<file path="src/rtl/ds_pkg.sv">
package ds_pkg;

    typedef enum logic [1:0] {
        DS_SHUTTER    = 2'd0,
        DS_HOLD_LAST  = 2'd1,
        DS_HOLD_FIRST = 2'd2
    } ds_variant_e;

    function automatic ds_variant_e ds_pick(input int latency, input int keep_first);
        if (latency == 0)
            return DS_SHUTTER;
        else if (keep_first != 0)
            return DS_HOLD_FIRST;
        else
            return DS_HOLD_LAST;
    endfunction

endpackage

</file>
<file path="src/rtl/ds_frame_track.sv">
module ds_frame_track (
    input  logic clk,
    input  logic rst_n,
    input  logic fast_en,
    input  logic slow_en,
    output logic frame_open
);

    typedef struct packed {
        logic open;
    } trk_t;

    trk_t trk_d, trk_q;

    always_comb begin
        trk_d = trk_q;
        if (slow_en)
            trk_d.open = 1'b0;
        else if (fast_en)
            trk_d.open = 1'b1;
    end

    always_ff @(posedge clk or negedge rst_n) begin
        if (!rst_n)
            trk_q <= '0;
        else
            trk_q <= trk_d;
    end

    assign frame_open = trk_q.open;

    AST_SLOW_NEEDS_FAST: assert property (@(posedge clk) disable iff (!rst_n)
        slow_en |-> fast_en);
    AST_CLOSE_ON_SLOW: assert property (@(posedge clk) disable iff (!rst_n)
        slow_en |=> !frame_open);
    AST_OPEN_ON_SAMPLE: assert property (@(posedge clk) disable iff (!rst_n)
        (fast_en && !slow_en) |=> frame_open);

endmodule

</file>
<file path="src/rtl/ds_first_capture.sv">
module ds_first_capture #(
    parameter int DATA_W = 8
) (
    input  logic              clk,
    input  logic              rst_n,
    input  logic              fast_en,
    input  logic              frame_open,
    input  logic [DATA_W-1:0] din,
    output logic [DATA_W-1:0] kept
);

    typedef struct packed {
        logic [DATA_W-1:0] first;
    } cap_t;

    cap_t cap_d, cap_q;
    logic opening;

    assign opening = fast_en & ~frame_open;

    always_comb begin
        cap_d = cap_q;
        if (opening)
            cap_d.first = din;
    end

    always_ff @(posedge clk or negedge rst_n) begin
        if (!rst_n)
            cap_q <= '0;
        else
            cap_q <= cap_d;
    end

    assign kept = opening ? din : cap_q.first;

    AST_FIRST_LOADED: assert property (@(posedge clk) disable iff (!rst_n)
        (fast_en && !frame_open) |=> cap_q.first == $past(din));
    AST_FIRST_KEPT: assert property (@(posedge clk) disable iff (!rst_n)
        frame_open |=> $stable(cap_q.first));

endmodule

</file>
<file path="src/rtl/ds_out_stage.sv">
module ds_out_stage #(
    parameter int DATA_W = 8,
    parameter int DEPTH  = 1
) (
    input  logic              clk,
    input  logic              rst_n,
    input  logic              load,
    input  logic [DATA_W-1:0] d,
    output logic [DATA_W-1:0] q
);

    typedef struct packed {
        logic [DEPTH-1:0][DATA_W-1:0] pipe;
    } stg_t;

    stg_t stg_d, stg_q;

    always_comb begin
        stg_d = stg_q;
        if (load)
            stg_d.pipe[0] = d;
        for (int k = 1; k < DEPTH; k++)
            stg_d.pipe[k] = stg_q.pipe[k-1];
    end

    always_ff @(posedge clk or negedge rst_n) begin
        if (!rst_n)
            stg_q <= '0;
        else
            stg_q <= stg_d;
    end

    assign q = stg_q.pipe[DEPTH-1];

    AST_LOAD_TAKES_DATA: assert property (@(posedge clk) disable iff (!rst_n)
        load |=> stg_q.pipe[0] == $past(d));
    AST_HOLD_WHEN_IDLE: assert property (@(posedge clk) disable iff (!rst_n)
        !load |=> $stable(stg_q.pipe[0]));

endmodule

</file>
<file path="src/rtl/ds_zero_shutter.sv">
module ds_zero_shutter #(
    parameter int DATA_W = 8
) (
    input  logic              clk,
    input  logic              rst_n,
    input  logic              fast_en,
    input  logic              frame_open,
    input  logic [DATA_W-1:0] din,
    output logic [DATA_W-1:0] dout
);

    typedef struct packed {
        logic [DATA_W-1:0] hold;
    } sh_t;

    sh_t sh_d, sh_q;
    logic pass;

    assign pass = fast_en & ~frame_open;
    assign dout = pass ? din : sh_q.hold;

    always_comb begin
        sh_d = sh_q;
        sh_d.hold = dout;
    end

    always_ff @(posedge clk or negedge rst_n) begin
        if (!rst_n)
            sh_q <= '0;
        else
            sh_q <= sh_d;
    end

    AST_SHUT_INSIDE_FRAME: assert property (@(posedge clk) disable iff (!rst_n)
        frame_open |-> $stable(dout));

endmodule

</file>
<file path="src/rtl/frame_downsampler.sv">
module frame_downsampler #(
    parameter int DATA_W     = 8,
    parameter int LATENCY    = 1,
    parameter int KEEP_FIRST = 0
) (
    input  logic              clk,
    input  logic              rst_n,
    input  logic              fast_en,
    input  logic              slow_en,
    input  logic [DATA_W-1:0] din,
    output logic [DATA_W-1:0] dout
);

    import ds_pkg::*;

    localparam ds_variant_e VARIANT = ds_pick(LATENCY, KEEP_FIRST);
    localparam int          DEPTH   = (LATENCY < 1) ? 1 : LATENCY;

    generate
        if (VARIANT == DS_SHUTTER) begin : g_shutter
            logic frame_open;
            ds_frame_track u_track (
                .clk(clk), .rst_n(rst_n), .fast_en(fast_en),
                .slow_en(slow_en), .frame_open(frame_open));
            ds_zero_shutter #(.DATA_W(DATA_W)) u_shutter (
                .clk(clk), .rst_n(rst_n), .fast_en(fast_en),
                .frame_open(frame_open), .din(din), .dout(dout));
        end else if (VARIANT == DS_HOLD_FIRST) begin : g_first
            logic              frame_open;
            logic [DATA_W-1:0] kept;
            ds_frame_track u_track (
                .clk(clk), .rst_n(rst_n), .fast_en(fast_en),
                .slow_en(slow_en), .frame_open(frame_open));
            ds_first_capture #(.DATA_W(DATA_W)) u_capture (
                .clk(clk), .rst_n(rst_n), .fast_en(fast_en),
                .frame_open(frame_open), .din(din), .kept(kept));
            ds_out_stage #(.DATA_W(DATA_W), .DEPTH(DEPTH)) u_out (
                .clk(clk), .rst_n(rst_n), .load(slow_en), .d(kept), .q(dout));
        end else begin : g_last
            ds_out_stage #(.DATA_W(DATA_W), .DEPTH(DEPTH)) u_out (
                .clk(clk), .rst_n(rst_n), .load(slow_en), .d(din), .q(dout));
        end
    endgenerate

endmodule

</file>
<file path="config.mk">
export PLATFORM = sky130hd
export DESIGN_NAME = frame_downsampler
export DESIGN_NICKNAME = d
export VERILOG_FILES = /design/src/rtl/ds_pkg.sv /design/src/rtl/ds_frame_track.sv /design/src/rtl/ds_first_capture.sv /design/src/rtl/ds_out_stage.sv /design/src/rtl/ds_zero_shutter.sv /design/src/rtl/frame_downsampler.sv
export SDC_FILE = /design/constraint.sdc
export NUM_CORES = 1
export LEC_CHECK = 0
export ABC_AREA = 0
export BUFFER_PORTS_ARGS = -buffer_cell sky130_fd_sc_hd__buf_2
export CAP_MARGIN = 20
export CORE_AREA = 10 10 47 49
export DETAILED_ROUTE_END_ITERATION = 10
export DIE_AREA = 0 0 57 59
export GPL_TIMING_DRIVEN = 0
export PLACE_DENSITY = 0.53
export RECOVER_POWER = 25
export SLEW_MARGIN = 20
export SYNTH_ARGS = -nofsm -noshare
export SYNTH_HDL_FRONTEND = slang
export SYNTH_SLANG_ARGS = --single-unit
</file>
<file path="constraint.sdc">
create_clock -name clk -period 1 [get_ports clk]
set_clock_uncertainty 0.05 [all_clocks]
set_input_delay 0.1 -clock clk [delete_from_list [all_inputs] [get_ports clk]]
set_output_delay 0.1 -clock clk [all_outputs]
set_load 0.005 [all_outputs]
</file>
**Yosys cells after proc, flatten, opt, wreduce, memory -nomap -nowiden**

Cells that the tools add are included.

- Bits in registers: 8
- Output and inout bits: 8
- Bits of input ports: 12

**Logic depth before layout (Yosys ltp)**

- Depth after elaboration: 0
- Mapped depth: 2
- Mapped depth without buffers: 1

**Worst setup path after synthesis**

Ideal clock, no wire load.

- Path type: register to register
- Start: register g_last.u_out.q[0] (netlist name)
- End: register g_last.u_out.stg_q (netlist bit g_last.u_out.q[0])
- Cell stages (with the launch flop): 2
- Arrival time: 623 ps
- Slack: 202 ps
- Data required time: 825 ps
- Library setup time: 125 ps
- Clock period less this slack: 798 ps
- Path through: dfrtp_1 -> mux2_4

RTL lines:

| item | line | text |
|---|---|---|
| end signal, assigned | ds_out_stage.sv:30 | `stg_q <= stg_d;` |
| end, declared | ds_out_stage.sv:16 | `stg_t stg_d, stg_q;` |

**Final worst setup path**

- Start: register g_last.u_out.stg_q (netlist bit g_last.u_out.q[0])
- End: output dout[0]

RTL lines:

| item | line | text |
|---|---|---|
| end, declared | frame_downsampler.sv:11 | `output logic [DATA_W-1:0] dout` |

No word-level cell between the ends.

==> flow_metrics.env <==
export IMPL_finalPower_mw=0.736
export IMPL_route_detailed_drc=0
export IMPL_synth_top_area_cell="dfrtp_1"
export IMPL_cts_buffer_depth=2
export IMPL_routedWlPerCell_um=13.9
export IMPL_cts_tree="done"
export IMPL_wirelength_um=751
export IMPL_worstPathMaxFanout=2
export IMPL_fp_dieW_um=57
export IMPL_num_rows=14
export IMPL_power_density_mw_per_mm2=1570
export IMPL_critPathBufInv=1
export IMPL_grt_use_met2_pct=7.75
export IMPL_port_buffers=17
export IMPL_yosys_cell_types_count=3
export IMPL_status="complete, no violations"
export IMPL_ant_nets=0
export IMPL_cts_sinks=8
export IMPL_grt_pass1_vias=285
export IMPL_ys_seq_elements=8
export IMPL_path_cells="buf_2"
export IMPL_synth_area_leaders="dfrtp_1, mux2_4, buf_6"
export IMPL_start_kind="register"
export IMPL_viasPerCell=4.13
export IMPL_synth_area_um2=332
export IMPL_insertion_delay_ns=0.24
export IMPL_cts_buffers=3
export IMPL_layout_drive_gt1_share_pct=73.7
export IMPL_cp_arrival_ns=0.75
export IMPL_fin_crit_sh_pct=90.0
export IMPL_die_h_um=59
export IMPL_slew_violations=0
export IMPL_worstReg2RegStart="g_last.u_out.q[0]$_DFFE_PN0P_"
export IMPL_period_needed_ns=0.900
export IMPL_grt_pass1_wl_um=1240
export IMPL_worst_slew_margin_rel_pct=73.2
export IMPL_path_class="reg -> out"
export IMPL_cts_htree_levels=1
export IMPL_use_met3_pct=3.43
export IMPL_hpwl_um=630
export IMPL_nNetsFinal=52
export IMPL_critPathCaptureType="primary output"
export IMPL_rsz0062_at_grt="false"
export IMPL_netlist_instances=17
export IMPL_clockPowerShare_pct=31.5
export IMPL_hold_viol_final=0
export IMPL_switching_power_mw=0.156
export IMPL_intPower_mw=0.580
export IMPL_tightest_slew_ns=0.402
export IMPL_grt_antenna_before_repair=0
export IMPL_p_sw_share_pct=21.2
export IMPL_cts_setup_buffers=0
export IMPL_die_area_mm2=0.00336
export IMPL_synth_seq_area_share_pct=60.4
export IMPL_min_delay_start="din[4]"
export IMPL_cts_repair_resized=0
export IMPL_irDropWorstVdd_mv=0.533
export IMPL_synthDominantCellAreaShare_pct=60.4
export IMPL_avgSynthCellArea_um2=19.5
export IMPL_tns_ns=0
export IMPL_fmax_mhz=1110
export IMPL_drtIter0Drc=1
export IMPL_crit_path_max_incr_delay_ns=0.38
export IMPL_startpoint="g_last.u_out.q[0]$_DFFE_PN0P_"
export IMPL_vias=223
export IMPL_largest_reg_flops=8
export IMPL_cts_root_buf="clkbuf_4"
export IMPL_ios=20
export IMPL_slowest_stage="dfrtp_1"
export IMPL_ys_warn_count=0
export IMPL_final_cell_mix="buf_2, mux2_4, dfrtp_1"
export IMPL_worstPathRequired_ns=0.85
export IMPL_synth_nets=29
export IMPL_use_met1_pct=4.73
export IMPL_grt_max_degree=9
export IMPL_cts_hold_buffers_added=1
export IMPL_start_util_pct=23.7
export IMPL_hp_class="in -> reg"
export IMPL_combPwrFrac_pct=17.8
export IMPL_finalWeightedCongestion=0.627
export IMPL_diodes=0
export IMPL_p_leak_nw=0.248
export IMPL_area_growth_pct=41.1
export IMPL_power_share_sequential_pct=50.7
export IMPL_coreArea_mm2=0.00140
export IMPL_layout_commonest_cell="buf_2"
export IMPL_clk_pin_slew_ns=0.05
export IMPL_maxCapViolCount=0
export IMPL_track_usage_pct=4.70
export IMPL_drtPass1Iterations=2
export IMPL_setup_viol=0
export IMPL_top_usage_layer="met2"
export IMPL_crit_family="flip-flops"
export IMPL_grt_overflow_total=0
## through the flow
step	instance area, µm²	hold WS (ns)	std cells	util [%]	setup slack, ns
2_1_floorplan	332	-0.246	17	-	0.202
3_3_place_gp	437	-0.0990	50	31.2	0.211
3_5_place_dp	437	-0.101	50	31.2	0.191
4_1_cts	469	0.0316	54	33.5	0.0882
5_1_grt	468	0.0383	54	33.4	0.0662
6_report	468	0.0363	54	33.4	0.0998
## final cells by class
type | count | area, µm²
fillers | 146 | 933
flip-flops and latches | 8 | 200
multi-input cells | 8 | 120
repair buffers | 18 | 93.8
clock buffers | 3 | 22.5
well taps | 16 | 20.0
plain buffers | 1 | 11.3
## cells in the mapped netlist
cell,count
mux2_4,8
buf_6,1
dfrtp_1,8
## power groups by stage
stage | Sequential, mW | Combinational [mW] | Clock, mW
finish | 0.373 | 0.131 | 0.232
global route | 0.377 | 0.145 | 0.253
CTS | 0.374 | 0.137 | 0.241
detailed placement | 0.378 | 0.133 | 0
global placement | 0.376 | 0.131 | 0
floorplan | 0.381 | 0.0637 | 0
## kinds of logic after synthesis
group	count (synthesis)	share of synthesized area, %
muxes	8	36.2
DFF	8	60.4
buffers and inverters	1	3.40
## layer usage
layer | up-vias | part of all wire (%)
li1 | 101 | -
met4 | 0 | 0
met5 | - | 0
met3 | 0 | 9.1
met2 | 13 | 46
met1 | 109 | 45
## worst paths after layout
| kind | end | slack, ns | depth (start not counted) |
|---|---|---|---|
| hold / removal | g_last.u_out.q[4]$_DFFE_PN0P_ | 0.04 | 2 |
| min in group asynchronous | g_last.u_out.q[1]$_DFFE_PN0P_ | 0.24 | 2 |
| setup reg to reg | g_last.u_out.q[0]$_DFFE_PN0P_ | 0.19 | 1 |
| max in group asynchronous | g_last.u_out.q[5]$_DFFE_PN0P_ | 0.38 | 2 |
| setup / recovery | dout[0] | 0.1 | 1 |
| hold reg to reg | g_last.u_out.q[6]$_DFFE_PN0P_ | 0.46 | 1 |
(Power assumes the default switching activity.)
